$ cat src/rtl/lbfp_pkg.sv
package lbfp_pkg;
  localparam int BKT_N  = 16;
  localparam int BKT_IW = $clog2(BKT_N);
  typedef logic [BKT_N-1:0] bkt_vec_t;
endpackage

$ cat src/rtl/lbfp_lane_dec.sv
module lbfp_lane_dec
  import lbfp_pkg::*;
#(
  parameter int LEN_W = 8
) (
  input  logic             vld,
  input  logic [LEN_W-1:0] len,
  output bkt_vec_t         vec
);
  localparam logic [LEN_W-1:0] SAT_LEN = LEN_W'(BKT_N - 1);

  always_comb begin
    vec = '0;
    if (vld) begin
      if (len >= SAT_LEN) vec[BKT_N-1] = 1'b1;
      else                vec[len[BKT_IW-1:0]] = 1'b1;
    end
  end
endmodule

$ cat src/rtl/lbfp_or_tree.sv
module lbfp_or_tree
  import lbfp_pkg::*;
#(
  parameter int LANES = 8
) (
  input  bkt_vec_t vecs [LANES],
  output bkt_vec_t merged
);
  bkt_vec_t part [LANES+1];

  assign part[0] = '0;
  for (genvar i = 0; i < LANES; i++) begin : g_chain
    assign part[i+1] = part[i] | vecs[i];
  end
  assign merged = part[LANES];
endmodule

$ cat src/rtl/lbfp_acc.sv
module lbfp_acc
  import lbfp_pkg::*;
#(
  parameter int LANES = 8,
  parameter int LEN_W = 8
) (
  input  logic                   clk,
  input  logic                   rst_n,
  input  logic                   in_valid,
  output logic                   in_ready,
  input  logic                   in_sop,
  input  logic                   in_eop,
  input  logic [LANES-1:0]       tup_vld,
  input  logic [LANES*LEN_W-1:0] tup_len,
  output logic                   fp_valid,
  input  logic                   fp_ready,
  output logic [BKT_N-1:0]       fp_data
);
  bkt_vec_t lane_vec [LANES];
  bkt_vec_t beat_vec;
  bkt_vec_t acc_q, acc_d, base;
  logic     take, acc_en;

  for (genvar i = 0; i < LANES; i++) begin : g_lane
    lbfp_lane_dec #(.LEN_W(LEN_W)) u_dec (
      .vld (tup_vld[i]),
      .len (tup_len[i*LEN_W +: LEN_W]),
      .vec (lane_vec[i])
    );
  end

  lbfp_or_tree #(.LANES(LANES)) u_tree (
    .vecs   (lane_vec),
    .merged (beat_vec)
  );

  always_comb begin
    in_ready = !in_eop || fp_ready;
    take     = in_valid && in_ready;
    base     = in_sop ? '0 : acc_q;
    fp_data  = base | beat_vec;
    fp_valid = in_valid && in_eop;
    acc_en   = take;
    acc_d    = in_eop ? '0 : fp_data;
  end

  always_ff @(posedge clk or negedge rst_n) begin
    if (!rst_n)      acc_q <= '0;
    else if (acc_en) acc_q <= acc_d;
  end
endmodule

$ cat config.mk
export PLATFORM = sky130hd
export DESIGN_NAME = lbfp_acc
export DESIGN_NICKNAME = d
export VERILOG_FILES = /design/src/rtl/lbfp_pkg.sv /design/src/rtl/lbfp_lane_dec.sv /design/src/rtl/lbfp_or_tree.sv /design/src/rtl/lbfp_acc.sv
export SDC_FILE = /design/constraint.sdc
export NUM_CORES = 1
export LEC_CHECK = 0
export CAP_MARGIN = 15
export CORE_AREA = 10 10 87 89
export DETAILED_ROUTE_END_ITERATION = 10
export DIE_AREA = 0 0 97 99
export HOLD_SLACK_MARGIN = 0.05
export PLACE_DENSITY_LB_ADDON = 0.15
export REMOVE_ABC_BUFFERS = 1
export SETUP_SLACK_MARGIN = 0.2
export SYNTH_ARGS = -nofsm -noshare
export SYNTH_HDL_FRONTEND = slang
export SYNTH_SLANG_ARGS = --single-unit
$ cat constraint.sdc
create_clock -name clk -period 1.6 [get_ports clk]
set_input_delay 0.16 -clock clk [delete_from_list [all_inputs] [get_ports clk]]
set_output_delay 0.16 -clock clk [all_outputs]
set_load 0.02 [all_outputs]
### Yosys cells after proc, flatten, opt, wreduce, memory -nomap -nowiden

Cells that the tools add are included.

* register bits: 16
* bits of input ports: 78
* output and inout bits: 18
* logic and storage cells: 87

* bitwise operators: 8
* reductions and logical operators: 12
* muxes and demuxes: 42
* magnitude comparators: 24

Operators with widths (count)
* $mux 16: 10
* $or 16x16->16: 8
* $mux 15: 8
* $ge 8x4->1 const B: 8
* $lt 4x5->1 const B: 8
* $demux 1 s4: 8
* $ge 4x1->1 const B: 8
* $mux 1: 16
* $logic_and 1x1->1: 10
* $logic_not 1->1: 1
* $logic_or 1x1->1: 1

### Longest topological paths before layout

* word-level depth: 15
* gate-level depth with buffers: 6
* depth with buffers taken out: 5

### By module

Synthesis repeated with hierarchy kept, for this count alone.

* cells, all modules: 340
* area, all modules: 2813.9 µm²

Modules (own cells, without submodules)
* lbfp_lane_dec (g_lane[0].u_dec ...): instances 7, cells an instance 27, seq. area each 0.0 µm², area an instance 200.2 µm²
* lbfp_acc: instances 1, cells an instance 76, seq. area each 400.4 µm², area an instance 963.4 µm²
* lbfp_or_tree: instances 1, cells an instance 48, seq. area each 0.0 µm², area an instance 260.2 µm²
* lbfp_lane_dec (g_lane[7].u_dec): instances 1, cells an instance 27, seq. area each 0.0 µm², area an instance 188.9 µm²

### Least setup slack after synthesis

OpenSTA, ideal clock, no wires.

* path kind: in2reg
* from: in tup_len[63]
* to: reg acc_q[15]
* required time: 1.479 ns
* path slack: -0.179 ns
* buffers on the path: 0
* library setup time: 0.121 ns
* arrival time: 1.658 ns
* stages: 5
* cells stage by stage: nor4_4 -> o21ai_2 -> a221o_1 -> a2111o_1 -> a22o_1

* longest elaborated chain between the ends: 6

RTL lines
* start: declaration: line lbfp_acc.sv:14 `input logic [LANES*LEN_W-1:0] tup_len,`
* $ge 8x4->1: line lbfp_lane_dec.sv:15 `if (len >= SAT_LEN) vec[BKT_N-1] = 1'b1;`
* $mux 1: line lbfp_lane_dec.sv:15
* $mux 16: line lbfp_lane_dec.sv:14 `if (vld) begin`
* $or 16x16->16: line lbfp_or_tree.sv:13 `assign part[i+1] = part[i] | vecs[i];`
* $or 16x16->16: line lbfp_acc.sv:41 `fp_data = base | beat_vec;`
* net fp_data[15]: line lbfp_acc.sv:17 `output logic [BKT_N-1:0] fp_data`
* $mux 16: line lbfp_acc.sv:44 `acc_d = in_eop ? '0 : fp_data;`
* end signal: assignment: line lbfp_acc.sv:48 `if (!rst_n) acc_q <= '0;`
* end signal: assignment: line lbfp_acc.sv:49 `else if (acc_en) acc_q <= acc_d;`
* end: declaration: line lbfp_acc.sv:21 `bkt_vec_t acc_q, acc_d, base;`

The timed path passes the listed nets, and every way through them passes these cells.
A chain may end at the register's enable or synchronous reset.

### Worst setup path in the final report

* from: in tup_len[48]
* to: out fp_data[14]

* longest elaborated chain between the ends: 9
* elaborated cells between the ends (all ways): 11
* classes of those cells: order compare: 3; mux: 4; bitwise: 3; reduce/logical: 1

RTL lines
* $lt 4x5->1 (implied by the code) / $ge 4x1->1 (equally long branches): line lbfp_lane_dec.sv:16 `else vec[len[BKT_IW-1:0]] = 1'b1;`
* $logic_and 1x1->1 (implied by the code): line lbfp_lane_dec.sv:16
* $mux 1 (implied by the code): line lbfp_lane_dec.sv:16
* $demux 1 s4
* $mux 15 (*): line lbfp_lane_dec.sv:15
* $mux 16 (*): line lbfp_lane_dec.sv:14
* $or 16x16->16 (*) (2 in a row): line lbfp_or_tree.sv:13
* $or 16x16->16 (*): line lbfp_acc.sv:41
* end: declaration: line lbfp_acc.sv:17

Mark *: on every way between the ends. The rest lies on a longest branch, timed or not.

==> results.md <==
- The flow ran to the end, but the final reports show violations.
- The final reports fail on negative setup slack.
- The worst-case IR drop observed on VDD is about 0.45 mV.
- The predominant post-synthesis flop cell is sky130_fd_sc_hd__dfrtp_1.
- After synthesis, the netlist uses between 40 and 50 different library cells.
- The count of pins on the block boundary is 96.
- The proportion of layout cells with a drive suffix above 1 is 0.605.
- The Yosys warning count is 0.
- The number of global-route vias before repair is a little over 4k.
- The startpoint of the worst-slack reg-to-reg timing path is acc_q[14].
- The register clock-pin slew on the reported worst setup and hold paths is ~0.060 ns.
- The clock tree root driver cell is sky130_fd_sc_hd__clkbuf_8.
- Setup repair after global routing could not meet its margin everywhere.
- Yosys mapped a number of flops with a built-in enable equal to 0.
- The basic-gate share of the synthesized area counting and, or, nand and nor cells is 0.500.
- Static timing analysis puts the maximum clock frequency at approximately 500 MHz.
- The power per cell area is ~310 nW/um^2.
- The wire length after detailed routing is around 16,000 um.
- CTS built an H-tree with a depth of 1.
- The floorplan step defined a die boundary enclosing 9600 um^2.
- Of the total synthesized cell area, the portion taken by XOR and XNOR cells is 0.
- The net count of the finished layout is between 600 and 700.
- The endpoint of the worst register-to-register path is acc_q[14].
- Across the routed clock network, the largest skew measured is 0 ns.
- Compared with the post-synthesis result, the final layout area differs by 135%.
- The async set-or-reset flop fraction in the synthesized netlist is 1.00.
- Among all stages on the critical path, the largest delay is contributed by sky130_fd_sc_hd__or4_4.
- The stage delay of the slowest cell on the critical path is about 0.54 ns.
- The critical path arrival is about 1.9 ns.
- Buffers inserted during clock tree synthesis total 3.
- Of the post-synthesis cell area, the part taken by muxes is 0.
- The setup slack of the most critical reg-to-reg path is -0.12 ns.
- The actual slew at the worst max-slew pin is 0.470 ns.
- The average via count per standard cell is between 6 and 7.
- In this run, placement finished with an instance count of 557.
- The remaining number of nets flagged by the antenna check after routing is 0.
- The compound-cell area share of the yosys netlist came to 0.296.
- Power comes to approximately 1.6 mW.
- The smallest clock period supported by the final layout is computed as 2.04 ns.
- The number of hold violations in the final report came to 0.
- The number of buffer cells added on primary ports is between 90 and 100.
- The combinational family with the most area after synthesis is simple AND/OR/NAND/NOR gates.
- In the post-route analysis, the smallest setup slack over all paths is -0.440 ns.
- Max-cap violations in this run came to 0.
- The total inserted antenna cells is 0.
- TritonCTS built the clock tree.
- In this run the deepest clock path goes through 2 buffers.
- Broken down by cell family, the worst path's largest delay share belongs to simple AND/OR/NAND/NOR gates.
- The first-pass GRT wire length is roughly 22,000 um.
- The maximum number of pins on one net before global-route repair is 17.
- For the worst-skew pair, the clock arrives at the later sink with an insertion delay of about 0.25 ns.
- In the final layout, the registers with the most flip-flops are acc_q: 16 flops.
- After floorplanning, the core was sized to cover 5850 um^2.
- The type of element capturing the critical path is a primary output.
- After synthesis the cells add up to ~2200 um^2.
- Of the total synthesized cell area, the portion taken by full adders, half adders and majority gates is 0.
- The die is between 90 and 100 um wide.
- The maximum fanout count along the critical path is 3.
- The worst setup path is of the in -> out kind.
- The first-pass iteration count of the detailed router is 6.
- The leakage power is approximately 2.1 nW.
- The post-synthesis sequential element count is 16.
- The remaining design rule violation count is 0.
- The signal on the critical path passes through dlygate4sd2_1 > nand2b_1 > buf_4 > or4_4 > nand4_1 > or3_4 > buf_6.
- The routed layout has 4,140 vias.
- After legalization and detailed placement, the total HPWL measured 9840 um.
- Headroom to the max-slew limit came out at 0.685.
- In the layout the commonest cells are sky130_fd_sc_hd__buf_4 (94), sky130_fd_sc_hd__buf_6 (83), sky130_fd_sc_hd__dlygate4sd2_1 (28), sky130_fd_sc_hd__nand2_1 (24).
- After the flow finishes, the layout carries non-filler instances totaling 609.
- The instance count of the mapped netlist is 291.
- The number of sinks driven by the clock tree is 16.
- The register with the most flip-flops in the layout has 16 of them.
- The first routing iteration left about 440 violations.
- The most common cell after layout, fill and taps aside is sky130_fd_sc_hd__buf_4.
- The initial utilization of the core area, before any placement, comes to 0.381.
- The number of antenna violations at the first check in global routing is 0.
- STA classifies the critical path startpoint as an input pin.
- Dividing the synthesized area by the synthesized cell count gives ~7.7 um^2.
- The average wire length per cell after detail routing is about 26 um.
- Of the available clock period, the critical path in the final layout requires 1.27.
- The final-report max-slew violation count is 0.
- The number of buffers and inverters on the critical path is 3.
- The critical path data required time is ~1.4 ns.
- The aggregate global-route resource usage is 0.277.
- Setup violations remaining at the end of the flow were counted as 22.
- Measured along the y axis, the die boundary spans between 90 and 100 um.
- In this run the worst hold path is classified as in -> async.
- The placement row count is 28.
- The global placement routability congestion is a little over 1.
- The total global routing overflow is 0.
- The register containing the most flip-flops in the final layout is acc_q.
- The worst register-to-register path has a depth of 6.
- The share of the Yosys chip area taken by registers is 0.179.
[worst max path at each step]
| stage | from | end | slack [ns] | depth (start not counted) |
|---|---|---|---|---|
| floorplan | tup_len[15] | acc_q[15] | -0.49 | 5 |
| global placement | tup_len[47] | fp_data[6] | -1.30 | 7 |
| detailed placement | tup_len[46] | fp_data[6] | -1.38 | 7 |
| CTS | tup_len[52] | fp_data[0] | -0.37 | 6 |
| global route | tup_len[54] | fp_data[14] | -0.42 | 7 |
| finish | tup_len[48] | fp_data[14] | -0.44 | 7 |
[worst register-to-register path, cell delays in order (launching register included)]
cell	delay [ns]
sky130_fd_sc_hd__dfrtp_1	0.38
sky130_fd_sc_hd__inv_1	0.07
sky130_fd_sc_hd__o32a_1	0.24
sky130_fd_sc_hd__nand4_1	0.18
sky130_fd_sc_hd__or3_4	0.41
sky130_fd_sc_hd__buf_4	0.15
sky130_fd_sc_hd__a22o_1	0.17
[cells in the mapped netlist, drive strengths merged, types with 4 or more instances]
| cell | instances | area, um^2 |
|---|---|---|
| nand2 | 32 | 120 |
| nand3 | 28 | 140 |
| o22ai | 20 | 125 |
| nand3b | 17 | 128 |
| dfrtp | 16 | 400 |
| nor2 | 16 | 60.1 |
| nand4 | 15 | 93.8 |
| nor2b | 13 | 81.3 |
| o21ai | 12 | 63.8 |
| or3 | 11 | 68.8 |
| a22o | 10 | 87.6 |
| or4 | 9 | 67.6 |
| nor4 | 8 | 129 |
| o221ai | 8 | 70.1 |
| o2111ai | 7 | 61.3 |
| or3b | 7 | 61.3 |
| a21boi | 5 | 41.3 |
| and3b | 5 | 43.8 |
| nand2b | 5 | 31.3 |
| o211ai | 5 | 37.5 |
| a211oi | 4 | 30.0 |
| a31oi | 4 | 25.0 |
| and3 | 4 | 25.0 |
| clkbuf | 4 | 35.0 |
[area by class of cell]
cell class | instances | area (um^2)
multi-input combinational | 267 | 2500
timing repair buffer | 245 | 2190
fill | 265 | 604
sequential | 16 | 400
tap | 75 | 93.8
clock buffer | 3 | 41.3
inverter | 3 | 11.3
[power breakdown]
part / internal (mW) / switching, mW
Sequential: 0.416 / 0.00976
Combinational: 0.450 / 0.429
Clock: 0.167 / 0.134
Total: 1.03 / 0.572
[metal layers]
layer  global-route usage  up-vias  part of all wire
li1                     -     1692                 -
met1                0.289     1917              0.35
met2                0.475      403              0.47
met3               0.0873      128              0.10
met4                0.174        0             0.079
met5                    0        -                 0
[stage by stage]
stage	util	TNS, ns	worst slack [ns]	hold slack [ns]	instance area [um^2]
after floorplan	-	-2.02	-0.487	-0.136	2190
after global placement	0.684	-25.20	-1.30	0.489	4000
after detailed placement	0.684	-26.08	-1.38	0.499	4000
after CTS	0.854	-4.13	-0.366	0.236	5000
after global routing	0.897	-5.86	-0.425	0.263	5250
final	0.897	-5.32	-0.440	0.233	5250
[repair_timing]
action / in CTS / in global routing
gates resized for setup: 432 / 69
pin swaps: 85 / 50
buffers inserted: 35 / 13
hold buffers: 0 / 0
hold endpoints to repair: 0 / 0
gates cloned: 1 / 0
endpoints found under the setup margin: 34 / 32
[cells by family after synthesis]
family | count (synthesis)
flip-flops | 16
AND/OR/NAND/NOR | 179
buffers and inverters | 8
AO/OA/AOI/OAI | 88
Note: power is estimated with default switching activity, not from simulation.
